[src/rtl/mpa_pkg.sv]
package mpa_pkg;
    typedef enum logic [1:0] {
        ST_IDLE  = 2'd0,
        ST_WAIT  = 2'd1,
        ST_DRAIN = 2'd2
    } mpa_state_e;
endpackage

[src/rtl/mpa_step_cache.sv]
module mpa_step_cache #(
    parameter int LINES  = 2,
    parameter int ADDR_W = 4,
    parameter int DATA_W = 16,
    parameter int TID_W  = 2
) (
    input  logic              clk,
    input  logic              rst_n,
    input  logic              clear,
    input  logic [ADDR_W-1:0] lk_addr,
    output logic              hit,
    output logic              conflict,
    output logic [DATA_W-1:0] rd_data,
    output logic [TID_W-1:0]  rd_init,
    input  logic              wr_en,
    input  logic [ADDR_W-1:0] wr_addr,
    input  logic [DATA_W-1:0] wr_data,
    input  logic [TID_W-1:0]  wr_init,
    output logic [LINES-1:0]  used_q
);
    localparam int IDX_W = $clog2(LINES);

    logic [ADDR_W-1:0] tag_q  [LINES];
    logic [DATA_W-1:0] data_q [LINES];
    logic [TID_W-1:0]  init_q [LINES];
    logic [IDX_W-1:0]  lk_idx, wr_idx;

    assign lk_idx   = lk_addr[IDX_W-1:0];
    assign wr_idx   = wr_addr[IDX_W-1:0];
    assign hit      = used_q[lk_idx] && (tag_q[lk_idx] == lk_addr);
    assign conflict = used_q[lk_idx] && (tag_q[lk_idx] != lk_addr);
    assign rd_data  = data_q[lk_idx];
    assign rd_init  = init_q[lk_idx];

    always_ff @(posedge clk) begin
        if (!rst_n || clear) begin
            used_q <= '0;
        end else if (wr_en) begin
            used_q[wr_idx] <= 1'b1;
            tag_q[wr_idx]  <= wr_addr;
            data_q[wr_idx] <= wr_data;
            init_q[wr_idx] <= wr_init;
        end
    end
endmodule

[src/rtl/mpa_mem_bank.sv]
module mpa_mem_bank #(
    parameter int ADDR_W = 4,
    parameter int DATA_W = 16,
    parameter int TID_W  = 2
) (
    input  logic              clk,
    input  logic              rst_n,
    input  logic              req_valid,
    input  logic [ADDR_W-1:0] req_addr,
    input  logic [DATA_W-1:0] req_data,
    input  logic [TID_W-1:0]  req_tid,
    output logic              rsp_valid,
    output logic [DATA_W-1:0] rsp_data,
    output logic [TID_W-1:0]  rsp_tid
);
    localparam int WORDS = 1 << ADDR_W;

    logic [DATA_W-1:0] mem_q [WORDS];

    always_ff @(posedge clk) begin
        if (!rst_n) begin
            for (int i = 0; i < WORDS; i++) mem_q[i] <= '0;
            rsp_valid <= 1'b0;
            rsp_data  <= '0;
            rsp_tid   <= '0;
        end else begin
            rsp_valid <= req_valid;
            if (req_valid) begin
                rsp_data        <= mem_q[req_addr];
                rsp_tid         <= req_tid;
                mem_q[req_addr] <= mem_q[req_addr] + req_data;
            end
        end
    end
endmodule

[src/rtl/mpa_unit.sv]
module mpa_unit
    import mpa_pkg::*;
#(
    parameter int THREADS = 4,
    parameter int DATA_W  = 16,
    parameter int ADDR_W  = 4,
    parameter int LINES   = 2
) (
    input  logic                       clk,
    input  logic                       rst_n,
    input  logic                       step_end,
    input  logic                       op_valid,
    input  logic                       op_end,
    input  logic [$clog2(THREADS)-1:0] op_thread,
    input  logic [ADDR_W-1:0]          op_addr,
    input  logic [DATA_W-1:0]          op_data,
    output logic                       op_ready,
    output logic                       res_valid,
    output logic [$clog2(THREADS)-1:0] res_thread,
    output logic [DATA_W-1:0]          res_data,
    output logic                       retry,
    output logic                       addr_err
);
    localparam int TID_W = $clog2(THREADS);

    mpa_state_e state_q, state_d;

    logic [DATA_W-1:0] sp_data [THREADS];
    logic [ADDR_W-1:0] sp_addr [THREADS];
    logic [THREADS-1:0] sp_pend;
    logic [TID_W-1:0]  init_of [THREADS];
    logic [THREADS-1:0] wait_q;
    logic [DATA_W-1:0] wt_data [THREADS];
    logic [TID_W-1:0]  cur_init;

    logic              mreq_valid;
    logic [ADDR_W-1:0] mreq_addr;
    logic [DATA_W-1:0] mreq_data;
    logic [TID_W-1:0]  mreq_tid;
    logic              b_rvalid;
    logic [DATA_W-1:0] b_rdata;
    logic [TID_W-1:0]  b_rtid;

    logic              c_hit, c_conf, c_wr;
    logic [DATA_W-1:0] c_rdata, c_wdata;
    logic [TID_W-1:0]  c_init, c_winit;
    logic [LINES-1:0]  c_used;

    logic acc, is_init, rsp;
    logic b_hit, b_miss, b_conf, e_wait, e_now, e_bad, e_busy, e_send;
    logic [TID_W-1:0]   me_init, pick;
    logic [THREADS-1:0] rest;

    mpa_step_cache #(.LINES(LINES), .ADDR_W(ADDR_W), .DATA_W(DATA_W), .TID_W(TID_W)) u_cache (
        .clk(clk), .rst_n(rst_n), .clear(step_end),
        .lk_addr(op_addr), .hit(c_hit), .conflict(c_conf),
        .rd_data(c_rdata), .rd_init(c_init),
        .wr_en(c_wr), .wr_addr(op_addr), .wr_data(c_wdata), .wr_init(c_winit),
        .used_q(c_used)
    );

    mpa_mem_bank #(.ADDR_W(ADDR_W), .DATA_W(DATA_W), .TID_W(TID_W)) u_bank (
        .clk(clk), .rst_n(rst_n),
        .req_valid(mreq_valid), .req_addr(mreq_addr), .req_data(mreq_data), .req_tid(mreq_tid),
        .rsp_valid(b_rvalid), .rsp_data(b_rdata), .rsp_tid(b_rtid)
    );

    // operation decode
    assign op_ready = (state_q == ST_IDLE) || (state_q == ST_WAIT && !b_rvalid);
    assign acc      = op_valid && op_ready;
    assign me_init  = init_of[op_thread];
    assign is_init  = (me_init == op_thread);
    assign rsp      = (state_q == ST_WAIT) && b_rvalid;

    assign b_hit  = acc && !op_end && c_hit;
    assign b_conf = acc && !op_end && c_conf;
    assign b_miss = acc && !op_end && !c_hit && !c_conf;
    assign e_wait = acc && op_end && !is_init && sp_pend[me_init];
    assign e_now  = acc && op_end && !is_init && !sp_pend[me_init];
    assign e_bad  = acc && op_end && is_init && (op_addr != sp_addr[me_init]);
    assign e_busy = acc && op_end && is_init && !e_bad && (state_q == ST_WAIT);
    assign e_send = acc && op_end && is_init && !e_bad && (state_q == ST_IDLE);

    assign c_wr    = b_hit || b_miss;
    assign c_wdata = b_hit ? (c_rdata + op_data) : op_data;
    assign c_winit = b_hit ? c_init : op_thread;

    // lowest parked thread
    always_comb begin
        pick = '0;
        for (int i = THREADS - 1; i >= 0; i--) begin
            if (wait_q[i]) pick = TID_W'(i);
        end
        rest = wait_q & ~(THREADS'(1) << pick);
    end

    // next state
    always_comb begin
        state_d = state_q;
        unique case (state_q)
            ST_IDLE:  if (e_send) state_d = ST_WAIT;
            ST_WAIT:  if (rsp) state_d = (|wait_q) ? ST_DRAIN : ST_IDLE;
            ST_DRAIN: if (rest == '0) state_d = ST_IDLE;
        endcase
    end

    always_ff @(posedge clk) begin
        if (!rst_n) state_q <= ST_IDLE;
        else        state_q <= state_d;
    end

    // outputs and per-thread state
    always_ff @(posedge clk) begin
        if (!rst_n) begin
            res_valid  <= 1'b0;
            res_thread <= '0;
            res_data   <= '0;
            retry      <= 1'b0;
            addr_err   <= 1'b0;
            mreq_valid <= 1'b0;
            mreq_addr  <= '0;
            mreq_data  <= '0;
            mreq_tid   <= '0;
            sp_pend    <= '0;
            wait_q     <= '0;
            cur_init   <= '0;
            for (int i = 0; i < THREADS; i++) begin
                sp_data[i] <= '0;
                sp_addr[i] <= '0;
                init_of[i] <= TID_W'(i);
                wt_data[i] <= '0;
            end
        end else begin
            res_valid  <= 1'b0;
            retry      <= b_conf || e_busy;
            addr_err   <= e_bad;
            mreq_valid <= 1'b0;
            if (acc) res_thread <= op_thread;
            if (b_hit) begin
                res_valid          <= 1'b1;
                res_data           <= c_rdata;
                sp_data[c_init]    <= c_rdata + op_data;
                init_of[op_thread] <= c_init;
            end
            if (b_miss) begin
                res_valid          <= 1'b1;
                res_data           <= '0;
                sp_data[op_thread] <= op_data;
                sp_addr[op_thread] <= op_addr;
                init_of[op_thread] <= op_thread;
            end
            if (e_wait) begin
                wait_q[op_thread]  <= 1'b1;
                wt_data[op_thread] <= op_data;
            end
            if (e_now) begin
                res_valid <= 1'b1;
                res_data  <= op_data + sp_data[me_init];
            end
            if (e_send) begin
                mreq_valid         <= 1'b1;
                mreq_addr          <= op_addr;
                mreq_data          <= sp_data[me_init];
                mreq_tid           <= op_thread;
                sp_pend[op_thread] <= 1'b1;
                cur_init           <= op_thread;
            end
            if (rsp) begin
                res_valid       <= 1'b1;
                res_thread      <= b_rtid;
                res_data        <= b_rdata;
                sp_data[b_rtid] <= b_rdata;
                sp_pend[b_rtid] <= 1'b0;
            end
            if (state_q == ST_DRAIN) begin
                res_valid    <= 1'b1;
                res_thread   <= pick;
                res_data     <= wt_data[pick] + sp_data[cur_init];
                wait_q[pick] <= 1'b0;
            end
        end
    end
endmodule

[config.mk]
export PLATFORM = sky130hd
export DESIGN_NAME = mpa_unit
export DESIGN_NICKNAME = d
export VERILOG_FILES = /design/src/rtl/mpa_pkg.sv /design/src/rtl/mpa_step_cache.sv /design/src/rtl/mpa_mem_bank.sv /design/src/rtl/mpa_unit.sv
export SDC_FILE = /design/constraint.sdc
export NUM_CORES = 1
export LEC_CHECK = 0
export BUFFER_PORTS_ARGS = -buffer_cell sky130_fd_sc_hd__buf_2
export CAP_MARGIN = 20
export CORE_MARGIN = 10
export CORE_UTILIZATION = 37
export DETAILED_ROUTE_END_ITERATION = 16
export HOLD_SLACK_MARGIN = 0.08
export SYNTH_ARGS = -nofsm -noshare
export SYNTH_HDL_FRONTEND = slang
export SYNTH_HIERARCHICAL = 1
export SYNTH_SLANG_ARGS = --single-unit
export TNS_END_PERCENT = 1
[constraint.sdc]
create_clock -name clk -period 3.9 [get_ports clk]
set_input_delay 0.195 -clock clk [delete_from_list [all_inputs] [get_ports clk]]
set_output_delay 0.195 -clock clk [all_outputs]
set_load 0.02 [all_outputs]
[Word level (Yosys, flattened, before mapping)]
Memory sizes are Yosys's and may differ from the RTL's. A register that Yosys moved wholly into a read port is not among the register bits.
Cells that the tools add are included.
Operators by class
  add/sub/neg operators: 4
  magnitude comparators: 9
  equal/unequal tests: 9
  shift-type cells: 1
  muxes and demuxes: 87
  bitwise logic cells: 10
  reduce and logical (&&, ||, !) cells: 48
Operators with widths (number)
  two-way mux 16 bit: 11
  OR reduction 16 bit: 5
  adder 16 bit: 4
  two-way mux 2 bit: 22
  two-way mux 4 bit: 10
  two-way mux 1 bit: 38
  logical AND 1 bit: 23
  bitwise AND 4 bit: 3
  less-than comparator 2 x 3 -> 1 bit (second input constant): 4
  NOT 4 bit: 3
  zero test 1 bit: 8
  inequality test 4 bit: 2
  OR 4 bit: 2
  OR reduction 4 bit: 2
  demux 1 bit (select 2 bit): 3
  greater-or-equal comparator 2 x 1 -> 1 bit (second input constant): 3
  inequality test 2 bit (second input constant): 3
  case mux 2 bit (3 select lines): 1
  nonzero test 5 bit: 1
  == test 4 bit: 1
  zero test 4 bit: 1
  logical OR 1 bit: 4
  << shifter 1 x 2 -> 4 bit (first input constant): 1
  AND reduction 3 bit: 1
  other kinds (12): 12
Storage, ports and cells
  flip-flop bits (word level): 75
  bits in writable memories: 452
  bits of input ports: 27
  output and inout bits: 22
  word-level logic and storage cells: 192
  memories: 8
Memory list
  u_bank.mem_q: depth 16, bits a word 16, read ports 1, clocked after Yosys merged registers in 1, write ports 16, line mpa_mem_bank.sv:18  | logic [DATA_W-1:0] mem_q [WORDS];
  sp_data: depth 4, bits a word 16, read ports 2, clocked after Yosys merged registers in 1, write ports 4, line mpa_unit.sv:28  | logic [DATA_W-1:0] sp_data [THREADS];
  wt_data: depth 4, bits a word 16, read ports 1, clocked after Yosys merged registers in 0, write ports 4, line mpa_unit.sv:33  | logic [DATA_W-1:0] wt_data [THREADS];
  u_cache.data_q: depth 2, bits a word 16, read ports 1, clocked after Yosys merged registers in 0, write ports 1, line mpa_step_cache.sv:24  | logic [DATA_W-1:0] data_q [LINES];
  sp_addr: depth 4, bits a word 4, read ports 1, clocked after Yosys merged registers in 0, write ports 4, line mpa_unit.sv:29  | logic [ADDR_W-1:0] sp_addr [THREADS];
  init_of: depth 4, bits a word 2, read ports 1, clocked after Yosys merged registers in 0, write ports 4, line mpa_unit.sv:31  | logic [TID_W-1:0] init_of [THREADS];
  2 more memories

[Depth between registers and ports, before layout]
Gate-level depths: netlist of the first run.
  word-level depth: 14
  depth in mapped cells: 16

[By module]
Netlist of the first run, hierarchy kept.
By module, submodules not included
  mpa_mem_bank: times used 1, cells each 880, area an instance 12430.7 µm²
  mpa_unit: times used 1, cells each 1217, area an instance 12149.2 µm²
  mpa_step_cache: times used 1, cells each 84, area an instance 1727.9 µm²

[Worst setup path after synthesis of the first run]
Ideal clock, no wire load.
  path kind: reg-to-reg
  start point: register mreq_addr[0]
  end point: memory u_bank.mem_q[10][12] (data pin)
  data arrival time: 3.781 ns
  data required time: 3.634 ns
  path slack: -0.147 ns
  cell stages (with the launch flop): 16
  buffers on the path: 4
  period minus slack after synthesis: 4.047 ns
  cells stage by stage: dfxtp_1 > buf_2 > buf_6 > buf_2 > mux4_2 > mux4_2 > ha_1 > inv_1 > fa_1 > nand2b_1 > a21oi_1 > o211ai_1 > a21boi_0 > o311ai_1 > buf_2 > nor2_1
RTL lines
  start: declaration: line mpa_unit.sv:37  | logic [ADDR_W-1:0] mreq_addr;
  start signal: assignment: line mpa_unit.sv:162  | mreq_addr <= op_addr;
  end: declaration: line mpa_mem_bank.sv:18

==> flow_summary.yaml, run 1 <==
yosys:
  synth_area_um2: 26310
  synth-edff-count: 452
  post_synth_inst_count: 2181
  synth_seq_area_share_pct: 57.45
  ys.flop_type: "edfxtp_1"
  synth_warnings: 6
  synth.avg_cell_area_um2: 12.06
  synth_common_cells: "edfxtp_1, nor2_1, nand2_1, mux4_2, clkbuf_1"
  ys_types: 76
  synthArstFlopShare_pct: 0
  synth_area_leaders: "edfxtp_1, mux4_2, nor2_1, dfxtp_1, ha_1"
  synth_most_common_cell: "edfxtp_1"
  synth_nets: 2277
  ys_ff_latch: 529
  synth_top_cell_by_area: "edfxtp_1"
  netlist.area_leader.share_pct: 51.59
critical_path:
  critical_path_class: "reg2reg"
  cp-end-kind: "register"
  startpoint_type: "register"
  path_cells: "buf_12 -> buf_16 -> mux4_2 -> mux4_2 -> ha_2 -> nand3_1 -> a21oi_2 -> o21bai_2 -> a21oi_2 -> o21ai_2 -> clkdlybuf4s15_2 -> nor3b_1"
  crit_family: "multiplexers"
  cp_slowest_cell: "mux4_2"
  arrival_ns: 4.19
  path_buf_inv: 3
  cp_data_required_time_ns: 4.25
  critPathMaxFanout: 14
  max_stage_delay_ns: 0.57
floorplan:
  die_x_um: 286.7
  die_h_um: 286.7
  io_pins: 49
  core_area_um2: 70270
  initial_core_util_pct: 37.44
  std_cell_rows: 97
  die_area_um2: 82170
global_route:
  grt_max_degree: 90
  track_usage_pct: 18.09
  antenna_found_initial: 1
  grt_first_pass_wirelength_um: 115100
  grt_pass1_vias: 18589
  grt-ovfl-total: 0
power:
  p_total_mw: 13.62
  ir_drop_mv: 0.3629
  p_leak_nw: 11.80
  power_density_nw_per_um2: 433.8
routing:
  first_pass_iters: 6
  drc: 0
  ant_nets: 0
  wirelength_um: 76590
  avgRoutedWirePerCell_um: 22.75
  drt_iter0_markers: 1612
  vias_per_cell: 5.496
  dr_total_vias: 18506
sta:
  hold_viol: 0
  slew_violations: 0
  finalSetupViolCount: 0
  finClkSkew_ns: 0.01535
  rsz0062_at_grt: "yes"
  fin_crit_ns: 3.841
  min_period_over_period_pct: 98.48
  relSlewSlack_pct: 31.64
  max_slew.worst_pin.slew_ns: 1.023
  max_freq_ghz: 0.2604
final_layout:
  multi_input_area_um2: 10540
  n_antenna_cell: 0
  final_cells: 3367
  fill_cells: 6427
  nNetsFinal: 2475
  drive_gt1_share_pct: 22.33
  final_core_utilization_pct: 44.67
  syn2layout_area_growth_pct: 19.31
  seqCellArea_um2: 15120
clocking:
  cts_tree: "yes"
  clk-insertion-delay-late_ns: 0.62
  cts_sinks: 529
  clkTransAtPathRegs_ns: 0.06
  clockRootBuffer: "clkbuf_16"
  cts.path.max_buffers: 3
  cts_buffers: 57
  htreeDepth: 2
flow_run:
  cap_violations: 0
placed_design:
  io_buffers: 48
  dp_hpwl_um: 54600
  gp_congestion: 0.9074
  dpl.cell_count: 3210
status:
  status: "completed"
hold_path:
  min_path_type: "in2reg"
## worst paths after layout
kind / from / endpoint / slack, ns / depth (start not counted)
max: mreq_addr[0] / u_bank/mem_q[13][11] / 0.06 / 12
min: op_end / mreq_valid / 0.12 / 4
max reg2reg: mreq_addr[0] / u_bank/mem_q[13][11] / 0.06 / 12
min reg2reg: u_cache/used_q[1] / u_cache/used_q[1] / 0.48 / 1
## per-stage QoR
stage / cell area [µm²] / hold WS (ns) / setup slack (ns) / setup TNS (ns)
2_1_floorplan: 26320 / 0.2939 / -0.1415 / -2.791
3_3_place_gp: 28730 / 0.4522 / -0.1605 / -0.3260
3_5_place_dp: 28730 / 0.4725 / -0.2063 / -1.130
4_1_cts: 30950 / 0.08561 / -0.002254 / -0.002254
5_1_grt: 31390 / 0.1395 / -0.06998 / -1.174
6_report: 31390 / 0.1157 / 0.05935 / 0
## logic make-up (layout without fill, tap and decap cells)
group	after synthesis	after routing	share of synthesized area [%]
AO/OA/AOI/OAI	324	324	8.133
XOR/XNOR	50	50	1.722
adder cells (fa/ha/maj)	69	69	3.396
buffers and inverters	204	450	3.244
flip-flops	529	529	57.45
multiplexers	187	187	12.59
AND/OR/NAND/NOR	818	818	13.46
## flip-flops by register name, indices dropped and copies added, names as in the netlist, 4 cells and up, named ones only
name,count
init_of,8
mreq_addr,4
mreq_data,16
res_data,16
sp_addr,16
sp_data,64
sp_pend,4
u_bank/mem_q,256
u_bank/rsp_data,16
u_cache/data_q,32
u_cache/init_q,4
u_cache/tag_q,8
wait_q,4
wt_data,64
## worst reg2reg max path, stage by stage (launching register included)
cell and delay [ns]:
dfxtp_4 0.35, buf_12 0.14, buf_16 0.17, mux4_2 0.57, mux4_2 0.57, ha_2 0.43
nand3_1 0.16, a21oi_2 0.20, o21bai_2 0.12, a21oi_2 0.25, o21ai_2 0.12, clkdlybuf4s15_2 0.31
nor3b_1 0.17
## layout make-up
type,count,share of cell area [%]
Inverter,63,0.7534
Sequential cell,529,48.18
Tap cell,940,3.747
Timing Repair Buffer,280,7.462
Clock buffer,66,4.652
Multi-Input combinational cell,1448,33.59
Clock inverter,41,1.618
## report_power, final
| part | internal, mW | switching, mW | total (mW) |
|---|---|---|---|
| logic | 0.603 | 0.913 | 1.52 |
| clock network | 3.36 | 2.33 | 5.69 |
| registers | 6.33 | 0.0817 | 6.41 |
| total | 10.3 | 3.33 | 13.6 |
## what timing repair did
| action | in CTS | in global routing |
|---|---|---|
| endpoints found under the hold margin | 59 | 0 |
| gates resized for setup | 6 | 37 |
| setup endpoints to repair | 28 | 128 |
| hold buffers | 20 | 0 |
| setup buffers | 2 | 25 |
| cloned | 0 | 2 |
| pin swaps | 3 | 8 |
## layer usage
metal	wire (µm)	share of wire [%]	vias to the layer above	track usage, %
met5	0	0	-	0
met2	37420	49	663	30.52
li1	-	-	8440	-
met1	32290	42	9296	23.95
met3	4925	6.4	107	2.505
met4	1957	2.6	0	5.316
## cells in the final DEF, fill, tap and decap left out, types with 15 or more instances in the layout
master and n:
nand2_1 209, inv_1 60, buf_4 186, dlygate4sd3_1 20, a222oi_1 15, o21ai_0 71
nor3_1 28, mux2_2 21, xnor2_1 34, nor2b_1 15, dfxtp_1 75, nor2_1 428
a21oi_1 77, nor3b_1 18, nand3_1 25, mux4_2 113, o211ai_1 15, nand3b_1 18
clkbuf_16 59, buf_2 48, ha_1 54, a211oi_1 16, mux2i_1 53, a21o_1 22
buf_12 16, edfxtp_1 452
(Power assumes the default switching activity.)
==> run 2: changes to the inputs <==
--- a/config.mk
+++ b/config.mk
@@ -6,7 +6,6 @@
 export NUM_CORES = 1
 export LEC_CHECK = 0
 export BUFFER_PORTS_ARGS = -buffer_cell sky130_fd_sc_hd__buf_2
-export CAP_MARGIN = 20
 export CORE_MARGIN = 10
 export CORE_UTILIZATION = 37
 export DETAILED_ROUTE_END_ITERATION = 16
==> constraint.sdc (replaced) <==
create_clock -name clk -period 3.9 [get_ports clk]
set_input_delay 0.39 -clock clk [delete_from_list [all_inputs] [get_ports clk]]
set_output_delay 0.39 -clock clk [all_outputs]
set_load 0.02 [all_outputs]
==> run 2 against run 1 <==
Against the previous run:
- fmax decreased by 0.45%
- largest power group unchanged
- via count rose by 0.61%
- die area stayed put
- final cell count is 0.18% higher
- critical path type unchanged
- combinational power barely moved
- register-to-register slack worse by 0.02 ns
- count of clock-buffer cells in the layout grew 9
- critical path depth rose by 1
- sequential power hardly changed
==> flow_summary.yaml, run 2 (synthesized netlist as in run 1, its figures left out) <==
critical_path:
  crit_family: "multiplexers"
  cp_data_required_time_ns: 4.25
  startpoint_type: "register"
  arrival_ns: 4.21
  critical_path_class: "reg2reg"
  cp_slowest_cell: "mux4_2"
  cp-end-kind: "register"
  rr_worst_depth: 13
  path_cells: "buf_12 -> buf_16 -> mux4_2 -> mux4_2 -> ha_4 -> a21o_1 -> a21o_1 -> a221o_1 -> a221oi_4 -> xor2_2 -> buf_6 -> clkbuf_16 -> nor2_1"
  critical_path_depth: 13
  path_buf_inv: 4
  critPathMaxFanout: 8
  max_stage_delay_ns: 0.58
sta:
  finClkSkew_ns: 0.03144
  fin_ws_ns: 0.04192
  finalSetupViolCount: 0
  slew_violations: 0
  relSlewSlack_pct: 33.65
  min_period_over_period_pct: 98.93
  fin_crit_ns: 3.858
  hold_viol: 0
  max_slew.worst_pin.slew_ns: 0.9929
  max_freq_ghz: 0.2592
  rsz0062_at_grt: "yes"
final_layout:
  drive_gt1_share_pct: 22.93
  multi_input_area_um2: 10600
  n_antenna_cell: 0
  nNetsFinal: 2481
  final_cells: 3373
  reg_top3: "u_bank/mem_q: 256 flops, sp_data: 64 flops, wt_data: 64 flops"
  syn2layout_area_growth_pct: 19.13
  mostFrequentLayoutCell: "edfxtp_1"
  largest_reg_flops: 256
  mostFrequentLayoutCells: "edfxtp_1, nor2_1, buf_4, nand2_1, mux4_2"
  fill_cells: 6397
  regMostFlops: "u_bank/mem_q"
  seqCellArea_um2: 15120
floorplan:
  die_area_um2: 82170
  die_h_um: 286.7
  std_cell_rows: 97
  io_pins: 49
  core_area_um2: 70270
  die_x_um: 286.7
  initial_core_util_pct: 37.44
status:
  status: "completed"
routing:
  met1Wirelength_um: 32780
  drt_iter0_markers: 1747
  vias_per_cell: 5.520
  first_pass_iters: 5
  avgRoutedWirePerCell_um: 22.88
  highest_layer: "met4"
  met2_length_um: 37410
  drc: 0
  dr_wl_met3_um: 4790
  wirelength_um: 77160
  ant_nets: 0
  dr_total_vias: 18619
placed_design:
  gp_congestion: 0.8832
  dp_hpwl_um: 54750
  dpl.cell_count: 3232
  io_buffers: 48
  dpl_worst_slack_ns: -0.3256
global_route:
  grt-ovfl-total: 0
  grt_first_pass_wirelength_um: 115500
  antenna_found_initial: 2
  grt_pass1_vias: 18385
  grt_max_degree: 49
  track_usage_pct: 18.23
power:
  ir_drop_mv: 0.3747
  power_density_nw_per_um2: 422.6
  p_leak_nw: 11.81
clocking:
  clk-insertion-delay-late_ns: 0.63
  cts_tree: "yes"
  clockRootBuffer: "clkbuf_16"
  clkTransAtPathRegs_ns: 0.06
  cts.path.max_buffers: 3
  htreeDepth: 2
  cts_sinks: 529
  cts_buffers: 57
hold_path:
  min_path_type: "in2reg"
  min_path_cells: 3
flow_run:
  cap_violations: 0
run 2: cell count changes in the layout (fill, tap and decap cells not counted), moves of 4 or more:
| cell | delta |
|---|---|
| bufinv_16 | -6 |
| buf_4 | +24 |
| dlygate4sd3_1 | -20 |
| ha_2 | -5 |
| clkinv_2 | -5 |
| clkbuf_8 | +4 |
| clkinv_1 | +7 |
| clkbuf_1 | +5 |
run 2: what timing repair did:
item                       CTS  global route
gates resized for setup      5            44
pin swaps                    3            10
buffers inserted             4            27
gates cloned                 0             3
hold buffers                 0             0
hold endpoints to repair     0             0
setup endpoints to repair   68           128
run 2: routing by layer:
metal | track usage, % | vias up
li1 | - | 8477
met1 | 24.14 | 9375
met2 | 30.68 | 655
met3 | 2.474 | 112
met4 | 5.632 | 0
met5 | 0 | -
run 2: where the power goes:
group	total [mW]	internal, mW	switching (mW)	leakage (nW)
registers	6.41	6.33	0.0830	5.23
logic	1.53	0.605	0.921	5.71
clock network	5.31	3.03	2.28	0.871
run 2: area by class of cell:
class | instances | share of cell area (%)
multi-input combinational | 1448 | 33.81
tap | 940 | 3.753
clock inverter | 32 | 0.9142
timing repair buffer | 286 | 7.621
clock buffer | 75 | 4.895
inverter | 63 | 0.7546
sequential | 529 | 48.25
run 2: path summary, 6_finish.rpt:
kind | from | to | slack (ns)
setup / recovery | mreq_addr[0] | u_bank/mem_q[9][14] | 0.04
hold / removal | step_end | u_cache/used_q[1] | 0.14
setup reg to reg | mreq_addr[0] | u_bank/mem_q[9][14] | 0.04
hold reg to reg | res_thread[1] | res_thread[1] | 0.47
run 2: metrics by stage:
step | instance area, µm² | power, mW | setup TNS, ns | utilization [%] | hold slack (ns)
6_report | 31340 | 13.24 | 0 | 44.60 | 0.1384
3_5_place_dp | 28900 | 7.989 | -3.096 | 41.13 | 0.4631
5_1_grt | 31340 | 13.70 | -1.079 | 44.60 | 0.1288
4_1_cts | 30810 | 13.31 | -0.007351 | 43.84 | 0.09924
3_3_place_gp | 28900 | 7.966 | -2.734 | 41.13 | 0.4522
2_1_floorplan | 26320 | 7.377 | -2.894 | - | 0.4431
run 2: tightest hold or removal path, cell delays in order:
cell	delay, ns
buf_2	0.08
nor2b_1	0.06
a21o_1	0.17
